--- config.mk ---
export PLATFORM = sky130hd
export DESIGN_NAME = tbase_pair
export DESIGN_NICKNAME = d
export VERILOG_FILES = /design/src/rtl/tbase_pkg.sv /design/src/rtl/tbase_prescale.sv /design/src/rtl/tbase_freerun.sv /design/src/rtl/tbase_capture.sv /design/src/rtl/tbase_regif.sv /design/src/rtl/tbase_pair.sv
export SDC_FILE = /design/constraint.sdc
export NUM_CORES = 1
export LEC_CHECK = 0
export ABC_AREA = 1
export BUFFER_PORTS_ARGS = -buffer_cell sky130_fd_sc_hd__buf_2
export CAP_MARGIN = 40
export CORE_ASPECT_RATIO = 0.9
export CORE_MARGIN = 2
export CORE_UTILIZATION = 50
export DETAILED_ROUTE_END_ITERATION = 10
export PLACE_DENSITY = 0.72
export SETUP_SLACK_MARGIN = 0.15
export SLEW_MARGIN = 10
export SYNTH_ARGS = -nofsm -noshare
export SYNTH_HDL_FRONTEND = slang
export SYNTH_HIERARCHICAL = 1
export SYNTH_SLANG_ARGS = --single-unit
--- constraint.sdc ---
create_clock -name clk -period 6.5 [get_ports clk]
set_clock_uncertainty 0.1 [all_clocks]
set_input_delay 0 -clock clk [delete_from_list [all_inputs] [get_ports clk]]
set_output_delay 0 -clock clk [all_outputs]
set_load 0.02 [all_outputs]
--- src/rtl/tbase_pkg.sv ---
package tbase_pkg;

    localparam int ADDR_W = 3;

    typedef enum logic [ADDR_W-1:0] {
        RA_FR_LIVE = 3'd0,
        RA_UP_LIVE = 3'd1,
        RA_LIMIT   = 3'd2,
        RA_FR_SNAP = 3'd3,
        RA_UP_SNAP = 3'd4
    } reg_addr_e;

    typedef struct packed {
        logic              en;
        logic              wr;
        logic              priv;
        logic [ADDR_W-1:0] addr;
    } acc_ctl_t;

    function automatic logic wr_hit(acc_ctl_t c, reg_addr_e r);
        return c.en && c.wr && c.priv && (c.addr == r);
    endfunction

    function automatic logic rd_hit(acc_ctl_t c, reg_addr_e r);
        return c.en && !c.wr && (c.addr == r);
    endfunction

endpackage

--- src/rtl/tbase_prescale.sv ---
module tbase_prescale #(
    parameter int DW = 32,
    parameter logic [DW-1:0] CMP_INIT = '0
) (
    input  logic          clk,
    input  logic          rst,
    input  logic          cnt_en,
    input  logic          wr_up,
    input  logic          wr_lim,
    input  logic [DW-1:0] wdata,
    output logic [DW-1:0] up_q,
    output logic [DW-1:0] lim_q,
    output logic          tick
);
    logic at_lim;

    assign at_lim = (up_q == lim_q);
    // a preset of the prescale counter overrides the roll-over in that clock
    assign tick   = cnt_en && at_lim && !wr_up;

    always_ff @(posedge clk) begin
        if (rst) begin
            up_q <= '0;
        end else if (wr_up) begin
            up_q <= wdata;
        end else if (cnt_en) begin
            up_q <= at_lim ? '0 : up_q + 1'b1;
        end
    end

    always_ff @(posedge clk) begin
        if (rst) begin
            lim_q <= CMP_INIT;
        end else if (wr_lim) begin
            lim_q <= wdata;
        end
    end
endmodule

--- src/rtl/tbase_freerun.sv ---
module tbase_freerun #(
    parameter int DW = 32
) (
    input  logic          clk,
    input  logic          rst,
    input  logic          tick,
    input  logic          wr_fr,
    input  logic [DW-1:0] wdata,
    output logic [DW-1:0] fr_q
);
    always_ff @(posedge clk) begin
        if (rst) begin
            fr_q <= '0;
        end else if (wr_fr) begin
            fr_q <= wdata;
        end else if (tick) begin
            fr_q <= fr_q + 1'b1;
        end
    end
endmodule

--- src/rtl/tbase_capture.sv ---
module tbase_capture #(
    parameter int DW = 32
) (
    input  logic          clk,
    input  logic          rst,
    input  logic          cap_evt,
    input  logic [DW-1:0] up_q,
    input  logic [DW-1:0] fr_q,
    output logic [DW-1:0] cap_up_q,
    output logic [DW-1:0] cap_fr_q
);
    always_ff @(posedge clk) begin
        if (rst) begin
            cap_up_q <= '0;
            cap_fr_q <= '0;
        end else if (cap_evt) begin
            cap_up_q <= up_q;
            cap_fr_q <= fr_q;
        end
    end
endmodule

--- src/rtl/tbase_regif.sv ---
module tbase_regif
    import tbase_pkg::*;
#(
    parameter int DW = 32
) (
    input  logic          clk,
    input  logic          rst,
    input  acc_ctl_t      ctl,
    input  logic [DW-1:0] up_q,
    input  logic [DW-1:0] fr_q,
    input  logic [DW-1:0] lim_q,
    input  logic [DW-1:0] cap_up_q,
    input  logic [DW-1:0] cap_fr_q,
    output logic          wr_fr,
    output logic          wr_up,
    output logic          wr_lim,
    output logic [DW-1:0] shd_live,
    output logic [DW-1:0] shd_cap,
    output logic [DW-1:0] rdata
);
    assign wr_fr  = wr_hit(ctl, RA_FR_LIVE);
    assign wr_up  = wr_hit(ctl, RA_UP_LIVE);
    assign wr_lim = wr_hit(ctl, RA_LIMIT);

    // shadows pair the prescale half with the free-running half just read
    always_ff @(posedge clk) begin
        if (rst) begin
            shd_live <= '0;
            shd_cap  <= '0;
        end else begin
            if (rd_hit(ctl, RA_FR_LIVE)) shd_live <= up_q;
            if (rd_hit(ctl, RA_FR_SNAP)) shd_cap  <= cap_up_q;
        end
    end

    always_comb begin
        rdata = '0;
        if (ctl.en && !ctl.wr) begin
            case (reg_addr_e'(ctl.addr))
                RA_FR_LIVE: rdata = fr_q;
                RA_UP_LIVE: rdata = shd_live;
                RA_LIMIT:   rdata = lim_q;
                RA_FR_SNAP: rdata = cap_fr_q;
                RA_UP_SNAP: rdata = shd_cap;
                default:    rdata = '0;
            endcase
        end
    end
endmodule

--- src/rtl/tbase_pair.sv ---
module tbase_pair
    import tbase_pkg::*;
#(
    parameter int DW = 32,
    parameter logic [DW-1:0] CMP_INIT = '0
) (
    input  logic              clk,
    input  logic              rst,
    input  logic              cnt_en,
    input  logic              cap_evt,
    input  logic              acc_en,
    input  logic              acc_wr,
    input  logic              acc_priv,
    input  logic [ADDR_W-1:0] acc_addr,
    input  logic [DW-1:0]     acc_wdata,
    output logic [DW-1:0]     acc_rdata
);
    acc_ctl_t      ctl;
    logic [DW-1:0] up_q, fr_q, lim_q, cap_up_q, cap_fr_q;
    logic [DW-1:0] shd_live, shd_cap;
    logic          tick, wr_fr, wr_up, wr_lim;

    assign ctl = '{en: acc_en, wr: acc_wr, priv: acc_priv, addr: acc_addr};

    tbase_prescale #(.DW(DW), .CMP_INIT(CMP_INIT)) u_pre (
        .clk(clk), .rst(rst), .cnt_en(cnt_en), .wr_up(wr_up), .wr_lim(wr_lim),
        .wdata(acc_wdata), .up_q(up_q), .lim_q(lim_q), .tick(tick)
    );

    tbase_freerun #(.DW(DW)) u_fr (
        .clk(clk), .rst(rst), .tick(tick), .wr_fr(wr_fr),
        .wdata(acc_wdata), .fr_q(fr_q)
    );

    tbase_capture #(.DW(DW)) u_cap (
        .clk(clk), .rst(rst), .cap_evt(cap_evt), .up_q(up_q), .fr_q(fr_q),
        .cap_up_q(cap_up_q), .cap_fr_q(cap_fr_q)
    );

    tbase_regif #(.DW(DW)) u_rif (
        .clk(clk), .rst(rst), .ctl(ctl), .up_q(up_q), .fr_q(fr_q), .lim_q(lim_q),
        .cap_up_q(cap_up_q), .cap_fr_q(cap_fr_q), .wr_fr(wr_fr), .wr_up(wr_up),
        .wr_lim(wr_lim), .shd_live(shd_live), .shd_cap(shd_cap), .rdata(acc_rdata)
    );
endmodule

# Word level (Yosys, flattened, before mapping)
# Index checks and enable logic that the tools add are counted.
[totals]
romBits = 0
latchBits = 0
regBits = 224
mem_count = 0
elab_cells = 36
output_inout_bits = 32
ramBits = 0
[classes]
n_mul = 0
n_bitwise = 0
n_shift = 0
n_reduce_logical = 15
mux = 7
eq_ne = 5
magnitude_cmp = 0
add_sub_neg = 2
div = 0
[ops]
columns = ["op", "n"]
rows = [
  ["$mux 32", 6],
  ["$pmux 32 s5", 1],
  ["$add 32x1->32 const B", 2],
  ["$eq 32x32->1", 1],
  ["$logic_and 1x1->1", 10],
  ["$eq 3x2->1 const B", 2],
  ["$reduce_bool 2->1", 2],
  ["$eq 3x1->1 const B", 1],
  ["$eq 3x3->1 const B", 1],
  ["$logic_not 3->1", 1],
  ["$logic_not 1->1", 2],
]

# Logic depth before layout (Yosys ltp)
# Gate-level depths: netlist of run 1.
[logic_depth]
ltp_word = 7
mapped_depth = 16

# Modules after synthesis
# Netlist of run 1, hierarchy kept.
[by_module_without_submodules]
columns = ["mod", "cells_per_inst", "area_each_um2", "instances"]
rows = [
  ["tbase_regif", 619, 3857.4, 1],
  ["tbase_prescale", 531, 3686.0, 1],
  ["tbase_capture", 405, 2666.3, 1],
  ["tbase_freerun", 340, 2194.6, 1],
]

# Worst setup path after synthesis of run 1
# OpenSTA, ideal clock, no wires.
[synth_path]
path_kind = "register to register"
start = "register u_pre.up_q[18]"
end = "register u_fr.fr_q[15]"
setup_time_ps = 132
period_less_slack_ps = 2387
stages_incl_launch_ff = 15
path_buffers = 4
arrival_time_ps = 2155
t_required_ps = 6268
setup_slack_ps = 4113
path_cell_list = "dfxtp_1 > buf_2 > xnor2_1 > nand2_1 > nor2_1 > nand2_1 > nor2_1 > nand2_2 > buf_2 > nor3_1 > nor2_1 > buf_2 > buf_2 > a22oi_1 > a21oi_1"
[synth_between]
elab_chain_len = 4
[synth_lines]
columns = ["element", "line_no", "source"]
rows = [
  ["from (decl)", "tbase_prescale.sv:11", "output logic [DW-1:0] up_q,"],
  ["from (signal assigned)", "tbase_prescale.sv:25", "up_q <= wdata;"],
  ["from (signal assigned)", "tbase_prescale.sv:27", "up_q <= at_lim ? '0 : up_q + 1'b1;"],
  ["$eq 32x32->1", "tbase_prescale.sv:17", "assign at_lim = (up_q == lim_q);"],
  ["$logic_and 1x1->1 (2 in series)", "tbase_prescale.sv:19", "assign tick = cnt_en && at_lim && !wr_up;"],
  ["net tick", "tbase_pair.sv:21", "logic tick, wr_fr, wr_up, wr_lim;"],
  ["$reduce_bool 2->1 (no source line)", "--", ""],
  ["to (signal assigned)", "tbase_freerun.sv:15", "fr_q <= wdata;"],
  ["to (signal assigned)", "tbase_freerun.sv:17", "fr_q <= fr_q + 1'b1;"],
  ["to (decl)", "tbase_freerun.sv:9", "output logic [DW-1:0] fr_q"],
]
# The timed path passes the listed nets, and every way through them passes these cells.
# A chain may end at the register's enable or synchronous reset.

# Worst setup path in the final report of run 1
[layout_path]
start = "register u_pre.up_q[17]"
end = "register u_fr.fr_q[16]"
# Same word-level chain as after synthesis.

==> results of run 1 <==
==> area by class of cell <==
| cell class | instances | area share |
|---|---|---|
| multi-input combinational | 1397 | 0.4762 |
| timing repair buffer | 140 | 0.07439 |
| clock inverter | 11 | 0.009254 |
| clock buffer | 34 | 0.05117 |
| sequential | 224 | 0.3189 |
| inverter | 159 | 0.04262 |
| tap | 308 | 0.02741 |
==> where the power goes <==
group | internal [mW] | total, mW | switching, mW
sequential | 1.41 | 1.44 | 0.0309
combinational | 0.0897 | 0.334 | 0.244
clock | 0.890 | 1.48 | 0.590
==> per-layer routing <==
| metal | vias up | GRT usage |
|---|---|---|
| met5 | - | 0 |
| met4 | 0 | 0.07652 |
| met3 | 81 | 0.09270 |
| met2 | 807 | 0.4577 |
| met1 | 6034 | 0.5025 |
| li1 | 6223 | - |
==> flip-flops by register name, indices dropped and copies added, names as in the netlist <==
name and flops:
u_pre/lim_q 32, u_pre/up_q 32, u_fr/fr_q 32, u_cap/cap_fr_q 32, u_rif/shd_live 32, u_cap/cap_up_q 32
u_rif/shd_cap 32
==> worst reg2reg max path: stages, from the launching register on <==
cell,delay (ns)
dfxtp_1,0.60
xnor2_1,0.18
nand2_1,0.11
nor2_1,0.17
nand2_1,0.08
nor2_1,0.11
nand2_2,0.43
nor3_1,0.76
nand2_1,0.18
inv_2,0.47
nand3_1,0.18
a21oi_1,0.18
==> worst paths after layout <==
kind / from / to / depth (start not counted)
min: acc_priv / u_pre/lim_q[20] / 6
max reg2reg: u_pre/up_q[17] / u_fr/fr_q[16] / 11
max: u_pre/up_q[17] / u_fr/fr_q[16] / 11
min reg2reg: u_cap/cap_fr_q[23] / u_cap/cap_fr_q[23] / 2
==> cell families (layout without fill, tap and decap cells) <==
kind of cell / count (synthesis) / count (layout) / share of synthesized area
compound gates: 251 / 251 / 0.1155
flops: 224 / 224 / 0.3615
simple gates: 1089 / 1089 / 0.3822
xor+xnor: 55 / 55 / 0.03883
fa+ha+maj: 2 / 2 / 0.002017
buf+inv: 274 / 344 / 0.09996
==> cells in the final DEF (no fill, tap or decap), types with 3 or more instances in the layout <==
| master | synthesis | layout |
|---|---|---|
| clkbuf_16 | 0 | 25 |
| clkbuf_1 | 42 | 3 |
| nand3_1 | 190 | 190 |
| bufinv_16 | 0 | 3 |
| nand2_1 | 385 | 385 |
| nor2_2 | 9 | 13 |
| a211oi_1 | 6 | 6 |
| inv_2 | 9 | 9 |
| dlygate4sd3_1 | 0 | 46 |
| buf_16 | 0 | 3 |
| nor2_4 | 19 | 19 |
| or2_1 | 3 | 3 |
| clkbuf_8 | 0 | 6 |
| xor2_1 | 19 | 19 |
| buf_2 | 37 | 72 |
| nor2_1 | 403 | 399 |
| o21ai_0 | 53 | 53 |
| a21oi_2 | 3 | 3 |
| buf_4 | 15 | 19 |
| a21oi_1 | 80 | 80 |
| nand3b_1 | 4 | 4 |
| o21ai_1 | 47 | 47 |
| a22oi_1 | 56 | 56 |
| inv_1 | 147 | 147 |
| dfxtp_1 | 224 | 224 |
| nand4_1 | 50 | 50 |
| a31oi_1 | 4 | 4 |
| nor3_2 | 4 | 4 |
| nand2_2 | 12 | 12 |
| clkinv_2 | 0 | 8 |
| xnor2_1 | 36 | 36 |
==> timing repair <==
item	in CTS	in global routing
resized for setup	0	0
hold buffers	46	0
hold endpoints to repair	112	0
==> impl_results.md, run 1 <==
* Layout filler cell count at around 2,300
* Gr ovfl total at 0
* CP startpoint kind: flop
* Drt first pass iters at 8
* Critical path arrival at roughly 4.0 ns
* Mapped cell area at around 12,000 µm²
* Hold_ws at roughly 0.15 ns
* I/O Buffers at 73
* CP Cell Sequence: xnor2_1 > nand2_1 > nor2_1 > nand2_1 > nor2_1 > nand2_2 > nor3_1 > nand2_1 > inv_2 > nand3_1 > a21oi_1
* Fin crit share at 0.5587
* Synth area leader: dfxtp_1
* Largest net degree at the start of global routing at a little under 70
* Multi-input logic area at roughly 6700 µm²
* Core area at 24,320 µm²
* Power consumption at approximately 3.3 mW
* Nets at ~2,000
* Worst-case clock buffer depth at 3
* Crit-path max FO at 33
* Vias per cell at roughly 5.8
* Commonest cells post-synth: nor2_1 (403), nand2_1 (385), dfxtp_1 (224), nand3_1 (190), inv_1 (147)
* Worst path slowest cell: nor3_1
* FF+latch area at around 4500 µm²
* CTS H-tree lvls at 1
* Worst setup path category: flop to flop
* Flop2flop setup slack at around 2.9 ns
* Final wirelength at between 40 and 50 mm
* Unrepaired setup endpoints after global routing: no
* Final instance area at 14,060 µm²
* Max Used Layer: met4
* Gr usage total at 0.3305
* Die Y at ~150 µm
* FMAX at between 200 and 300 MHz
* Setup TNS at 0 ns
* Sink Count at 224
* DP Cell Count at roughly 2,200
* First-pass GRT wire length at a little under 70 mm
* Asr flop ratio synth at 0
* TritonCTS clock tree: built
* Required time of the critical path at between 6 and 7 ns
* Die X at 170.0 µm
* Cts bufs inserted at 25
* Clock slew at reported path FFs at 0.06 ns
* #FFs+latches synth at roughly 220
* Seq/Total Area, Yosys at 0.3615
* Status: finished, final reports clean
* Root Driver: clkbuf_16
* Final Non-Filler Cells at roughly 2,300
* Mapped Nets at 1,939
* RePlAce Congestion at 1.115
* Routed len/inst at roughly 19 µm
* Yosys top cell area share at 0.3615
* Routed vias at around 13,000
* Final setup viols at 0
* Final period demand of the worst path at approximately 3.6 ns
* Initial antenna violation count at 0
* Max-slew violation count at 0
* Pre-CTS WS at about 3.1 ns
* Clk_lat worst skew at between 0.5 and 0.6 ns
* Peak VDD IR at about 0.15 mV
* Final worst slack at ~2.9 ns
* Share of cells above drive strength 1 at 0.1038
* Postcts setup bufs at 0
* Fin util at 0.5781
* Final Hold Fails at 0
* Synth cell types at 39
* Top cells by area, synth: dfxtp_1 (36%), nor2_1 (12%), nand2_1 (12%), nand3_1 (7.7%), inv_1 (4.4%)
* Layout area overhead at 13.35%
* Final HPWL DP at between 20 and 30 mm
* Placement Rows at 54
* Worst Tran Pin Value at 0.8572 ns
* Drc violations at 0
* Number of enable flip-flop cells after synthesis at 0
* CP most frequent cell: nand2_1
* Met2 WL at around 17 mm
* Synth warnings at 6
* Leakage power at 5.587 nW
* Most common cell in the netlist: nor2_1
* Initial Util at 0.5100
* Die Area at 26,090 µm²
* DRT antenna net count at 0
* Met3 Routed Length at around 6.2 mm
* CP max stage delay at 0.75 ns
* Delay-heaviest family, CP: simple AND/OR/NAND/NOR gates
* Syn Area/Cell at 6.546 µm²
* Post-DP Area at 12,750 µm²
* Antenna diodes at 0
* CP Buf/Inv Count at 1
* PwrDens at ~230 nW/µm²
* Vias in the first global route at 11,900
* Top Ports at 74
* CP Capture Type: flop
* Max Cap Viol at 0
* Headroom to the max-slew limit at 0.4285
* DRC violation total after the first TritonRoute iteration at 1,819
* Syn Inst Count at roughly 1,900
* Synth Flop Type: dfxtp_1
* M1 WL at approximately 19 mm
* Worst Hold Class: primary input to flop
Power figures use the tool's default switching activity.
==> run 2: changes to the inputs <==
--- a/config.mk
+++ b/config.mk
@@ -12,7 +12,7 @@
 export CORE_MARGIN = 2
 export CORE_UTILIZATION = 50
 export DETAILED_ROUTE_END_ITERATION = 10
-export PLACE_DENSITY = 0.72
+export PLACE_DENSITY = 0.74
 export SETUP_SLACK_MARGIN = 0.15
 export SLEW_MARGIN = 10
 export SYNTH_ARGS = -nofsm -noshare
==> constraint.sdc (replaced) <==
create_clock -name clk -period 3.1 [get_ports clk]
set_clock_uncertainty 0.1 [all_clocks]
set_input_delay 0 -clock clk [delete_from_list [all_inputs] [get_ports clk]]
set_output_delay 0 -clock clk [all_outputs]
set_load 0.02 [all_outputs]
==> impl_results.md, run 2 (same netlist as run 1, synthesis figures left out) <==
* CP startpoint kind: flop
* Clk_lat worst skew at 0.53 ns (about the same)
* CP Capture Type: flop
* Drc violations at 0 (unchanged)
* Worst r2r path cells at 12 (+1)
* Crit-path max FO at 28 (-15%)
* Final period demand of the worst path at 2.555 ns (-1.077 ns)
* Hold_ws at 0.05648 ns (-0.09816 ns)
* Cts bufs inserted at 25 (unchanged)
* Routed len/inst at 19.02 µm (-0.23%)
* Final Non-Filler Cells at 2,287 (+0.62%)
* Share of cells above drive strength 1 at 0.1097 (+0.005835)
* Max Cap Viol at 0 (unchanged)
* Gr ovfl total at 0 (unchanged)
* Max-slew violation count at 0 (unchanged)
* Sink Count at 224 (unchanged)
* Layout area overhead at 14.49%
* Largest net degree at the start of global routing at 75 (+8.7%)
* Peak VDD IR at 0.3826 mV (+160%)
* Vias in the first global route at 11,890 (-0.14%)
* Post-CTS Hold Buffers at 47 (+2.2%)
* Worst path slowest cell: dfxtp_1
* Leakage power at 5.663 nW (+1.4%)
* DP Cell Count at 2,198 (+0.73%)
* Final HPWL DP at 29.89 mm (+2.1%)
* Core area at 24,320 µm² (unchanged)
* Pre-CTS WS at 0.6131 ns (-2.478 ns)
* Clock slew at reported path FFs at 0.06 ns (about the same)
* Vias per cell at 5.803 (+0.34%)
* Required time of the critical path at 3.45 ns (-3.40 ns)
* Worst setup path category: flop to flop
* Final wirelength at 43.49 mm (+0.39%)
* CP Cell Sequence: xnor2_1 > nand2_1 > nor2_1 > nand2_1 > nor2_1 > nand2_2 > nor3_1 > buf_4 > nand2_1 > inv_2 > nand3_1 > a21oi_1
* Die Area at 26,090 µm² (unchanged)
* Postcts setup bufs at 0 (unchanged)
* Unrepaired setup endpoints after global routing: no
* Total internal power at 5.079 mW (+110%)
* Routed vias at 13,270 (+0.96%)
* DRT antenna net count at 0 (unchanged)
* Status: finished, final reports clean
* First-pass GRT wire length at 67.88 mm (unchanged)
* Initial antenna violation count at 3 (+3)
* Critical path arrival at 2.90 ns (-1.08 ns)
* Die X at 170.0 µm (unchanged)
* Part of the power in combinational logic at 0.108 (+0.005)
* Final setup viols at 0 (unchanged)
* Commonest non-fill, non-tap cell in the layout: nor2_1
* Final worst slack at 0.5452 ns (-2.323 ns)
* CP most frequent cell: nand2_1
* Layout filler cell count at 2,382 (+2.2%)
* Headroom to the max-slew limit at 0.4254 (-0.003093)
* Final Hold Fails at 0 (unchanged)
* FMAX at 391.4 MHz (+42%)
* Hold depth at 7 (+1)
* Antenna diodes at 0 (unchanged)
* Flop pwr share at 0.437 (-0.006)
* Nets at 2,008 (+0.85%)
* Root Driver: clkbuf_16
* Gr usage total at 0.3301 (-0.0004770)
* DRC violation total after the first TritonRoute iteration at 1,890 (+3.9%)
* TritonCTS clock tree: built
* PwrDens at 486.4 nW/µm² (+110%)
* Top Ports at 74 (unchanged)
* Worst Tran Pin Value at 0.8598 ns (+0.002600 ns)
* Fin util at 0.5839 (+0.005813)
* Worst Hold Class: primary input to flop
* Psw at 1.830 mW (+110%)
* Setup TNS at 0 ns (unchanged)
* Switching share of total power at 0.2649 (-0.001027)
* CP max stage delay at 0.51 ns (-0.24 ns)
* Clock network fraction of total power at 0.455 (about the same)
* Post_cts resized at 0 (unchanged)
* Fin crit share at 0.8241 (+0.2654)
* Drt first pass iters at 5 (-3)
* Initial Util at 0.5100 (unchanged)
* Worst-case clock buffer depth at 3 (unchanged)
* Placement Rows at 54 (unchanged)
* I/O Buffers at 73 (unchanged)
* RePlAce Congestion at 0.9771 (-12%)
* Die Y at 153.4 µm (unchanged)
* Most frequent cells in the layout: nor2_1 (399), nand2_1 (385), dfxtp_1 (224)
* CTS H-tree lvls at 1 (unchanged)
==> run 2: changes by cell type in the layout (fill, tap and decap cells not counted) <==
cell / change
buf_12: +4
dlygate4sd3_1: +1
buf_8: +1
bufinv_16: +2
buf_4: +13
buf_16: -2
clkinvlp_4: +1
clkinv_2: -1
clkbuf_8: -5
==> run 2: path summary, 6_finish.rpt <==
kind | startpoint | end | slack [ns]
worst max-delay path | u_pre/up_q[7] | u_fr/fr_q[14] | 0.55
worst min register to register | u_cap/cap_fr_q[18] | u_cap/cap_fr_q[18] | 0.37
worst max register to register | u_pre/up_q[7] | u_fr/fr_q[14] | 0.55
worst min-delay path | acc_en | u_rif/shd_cap[16] | 0.06
==> run 2: stage by stage <==
stage                     instance area, µm²  power (mW)
after floorplan                        12400       3.524
after global placement                 12850       3.739
after detailed placement               12890       3.755
after CTS                              14200       6.878
after global routing                   14200       7.089
final                                  14200       6.909
==> run 2: final cells by class <==
class                           count  area, µm²  area share
Clock buffer                       29      650.6     0.04581
Multi-Input combinational cell   1397       6696      0.4715
Inverter                          159      599.3     0.04220
Clock inverter                     13      192.7     0.01357
Tap cell                          308      385.4     0.02713
Sequential cell                   224       4484      0.3157
Timing Repair Buffer              157       1194     0.08404
==> run 2: critical path: cells and delay by family, from the launching register on <==
kind                      cells  cell delay [ns]
and+or+nand+nor               8             0.92
AOI/OAI and AO/OA             1             0.17
DFF                           1             0.51
xor gates and xnor gates      1             0.16
buffers and inverters         2             0.60
==> run 2: per-layer routing <==
| metal | routed length [µm] | up-vias | global-route usage |
|---|---|---|---|
| met5 | 25 | - | 0 |
| met4 | 1155 | 4 | 0.08425 |
| met3 | 5966 | 96 | 0.08389 |
| met2 | 17490 | 846 | 0.4643 |
| met1 | 18850 | 6090 | 0.4981 |
| li1 | - | 6235 | - |
==> run 2: power groups by stage <==
stage / combinational (mW) / sequential [mW] / clock, mW
finish: 0.746 / 3.02 / 3.14
global route: 0.796 / 3.03 / 3.27
global placement: 0.664 / 3.08 / 0
floorplan: 0.464 / 3.06 / 0
detailed placement: 0.676 / 3.08 / 0
CTS: 0.717 / 3.02 / 3.14
==> run 3: changes to the inputs <==
--- a/config.mk
+++ b/config.mk
@@ -12,7 +12,7 @@
 export CORE_MARGIN = 2
 export CORE_UTILIZATION = 50
 export DETAILED_ROUTE_END_ITERATION = 10
-export PLACE_DENSITY = 0.74
+export PLACE_DENSITY = 0.72
 export SETUP_SLACK_MARGIN = 0.15
 export SLEW_MARGIN = 10
 export SYNTH_ARGS = -nofsm -noshare
==> constraint.sdc (replaced) <==
create_clock -name clk -period 2.61 [get_ports clk]
set_clock_uncertainty 0.1 [all_clocks]
set_input_delay 0 -clock clk [delete_from_list [all_inputs] [get_ports clk]]
set_output_delay 0 -clock clk [all_outputs]
set_load 0.02 [all_outputs]
==> impl_results.md, run 3 (same netlist as run 1, synthesis figures left out) <==
* Status: finished, final reports clean
* Die Area at 26,090 µm² (unchanged)
* Pre-CTS WS at 0.2701 ns (-0.3430 ns)
* Crit-path max FO at 19 (-32%)
* Die Y at 153.4 µm (unchanged)
* Largest net degree at the start of global routing at 70 (-6.7%)
* Unrepaired setup endpoints after global routing: yes
* Final setup viols at 0 (unchanged)
* Worst setup path category: flop to flop
* CP startpoint kind: flop
* Share of cells above drive strength 1 at 0.1231 (+0.01348)
* Vias in the first global route at 11,730 (-1.3%)
* Worst r2r path cells at 14 (+2)
* Max-slew violation count at 0 (unchanged)
* Worst R2R End: u_fr/fr_q[7]
* First-pass GRT wire length at 66.09 mm (-2.6%)
* Final wirelength at 42.74 mm (-1.7%)
* Core area at 24,320 µm² (unchanged)
* Final Non-Filler Cells at 2,315 (+1.2%)
* Drc violations at 0 (unchanged)
* Hold_ws at 0.05004 ns (-0.006439 ns)
* Flop2flop setup slack at 0.29 ns (-0.26 ns)
* Peak VDD IR at 0.3381 mV (-12%)
* CP Cell Sequence: inv_1 > nand2_1 > nand2_1 > nand2_1 > nor2_1 > nand2_1 > nor2_1 > nand2_2 > nor3_4 > nor2_2 > buf_16 > buf_4 > nand2_1 > a31oi_1
* Final HPWL DP at 29.10 mm (-2.6%)
* Max Used Layer: met4
* Final Hold Fails at 0 (unchanged)
* Commonest non-fill, non-tap cell in the layout: nor2_1
* Final instance area at 14,370 µm² (+1.1%)
* DRC violation total after the first TritonRoute iteration at 1,514 (-20%)
* FMAX at 430.9 MHz (+10%)
* Postcts setup bufs at 0 (unchanged)
* Post-DP Area at 13,110 µm² (+1.7%)
* Worst-case clock buffer depth at 3 (unchanged)
* Routed len/inst at 18.46 µm (-2.9%)
* Met2 WL at 17.41 mm (-0.46%)
* Delay-heaviest family, CP: simple AND/OR/NAND/NOR gates
* CP Buf/Inv Count at 3 (+1)
* Layout filler cell count at 2,371 (-0.46%)
* Layout area overhead at 15.81%
* Nets at 2,033 (+1.2%)
* Setup TNS at 0 ns (unchanged)
* Final worst slack at 0.2893 ns (-0.2559 ns)
* TritonCTS clock tree: built
* Gr ovfl total at 0 (unchanged)
* DP Cell Count at 2,227 (+1.3%)
* Required time of the critical path at 2.95 ns (-0.50 ns)
* Worst Hold Class: primary input to flop
* Fin util at 0.5906 (+0.006687)
* FF+latch area at 4484 µm² (unchanged)
* Initial antenna violation count at 0 (-3)
* Clock slew at reported path FFs at 0.06 ns (about the same)
* CTS H-tree lvls at 1 (unchanged)
* Power consumption at 8.030 mW (+16%)
* Multi-input logic area at 6708 µm² (+0.17%)
* Headroom to the max-slew limit at 0.4315 (+0.006131)
* RePlAce Congestion at 0.9882 (+1.1%)
* Drt first pass iters at 8 (+3)
* Vias per cell at 5.691 (-1.9%)
* I/O Buffers at 73 (unchanged)
* Placement Rows at 54 (unchanged)
* Sink Count at 224 (unchanged)
* Worst Tran Pin Value at 0.8527 ns (-0.007156 ns)
* Final period demand of the worst path at 2.321 ns (-0.2341 ns)
* Worst path slowest cell: dfxtp_1
* CP Capture Type: flop
* Leakage power at 5.787 nW (+2.2%)
* M1 WL at 19.01 mm (+0.84%)
* CP max stage delay at 0.46 ns (-0.05 ns)
* Hold wc startpoint: acc_en
* Most frequent cells in the layout: nor2_1 (399), nand2_1 (385), dfxtp_1 (224)
* CP most frequent cell: nand2_1
* Initial Util at 0.5100 (unchanged)
* FF-to-FF Start: u_pre/up_q[12]
* Met3 Routed Length at 5.387 mm (-9.7%)
* Hold Path End: u_rif/shd_cap[9]
* Fin crit share at 0.8892 (+0.06505)
* Root Driver: clkbuf_16
* Critical path arrival at 2.66 ns (-0.24 ns)
* Gr usage total at 0.3236 (-0.006458)
* Max Cap Viol at 0 (unchanged)
* Hold depth at 7 (unchanged)
* Top Ports at 74 (unchanged)
* Clk_lat worst skew at 0.52 ns (about the same)
* DRT antenna net count at 0 (unchanged)
* PwrDens at 559.0 nW/µm² (+15%)
* Routed vias at 13,170 (-0.73%)
* Die X at 170.0 µm (unchanged)
* Cts bufs inserted at 25 (unchanged)
[run 3: tightest hold or removal path, delay by kind of cell]
family          cells  cell delay, ns
buf+inv             3            0.26
simple gates        3            0.23
compound gates      1            0.13
[run 3: how the worst max path moves through the flow]
stage / from / endpoint / slack [ns] / cells past startpoint
5_1_grt: u_pre/up_q[12] / u_fr/fr_q[7] / 0.12 / 14
6_report: u_pre/up_q[12] / u_fr/fr_q[7] / 0.29 / 14
3_3_place_gp: u_pre/up_q[12] / u_fr/fr_q[7] / 0.07 / 13
4_1_cts: u_pre/up_q[3] / u_fr/fr_q[24] / 0.23 / 15
2_1_floorplan: u_pre/up_q[18] / u_fr/fr_q[15] / 0.22 / 14
3_5_place_dp: u_pre/up_q[3] / u_fr/fr_q[24] / 0.27 / 15
[run 3: layout make-up]
type                       count  area share
sequential                   224      0.3122
tap                          308     0.02683
clock inverter                 9    0.007055
multi-input combinational   1397      0.4669
antenna                        1   0.0001742
inverter                     159     0.04172
timing repair buffer         182     0.09546
clock buffer                  35     0.04965
[run 3: power by group]
part / internal [mW] / total, mW / leakage [nW] / switching, mW
Combinational: 0.282 / 0.905 / 3.56 / 0.623
Clock: 2.10 / 3.55 / 0.408 / 1.45
Sequential: 3.51 / 3.58 / 1.82 / 0.0653
[run 3: routing by layer]
layer  vias up  track usage
met3        68      0.08208
li1       6299            -
met1      6028       0.4849
met5         -            0
met4         0      0.08059
met2       779       0.4606
[run 3: what timing repair did]
action / 4_1_cts / 5_1_grt
endpoints found under the setup margin: 0 / 29
gates resized for setup: 0 / 2
hold buffers: 43 / 0
hold endpoints to repair: 167 / 0
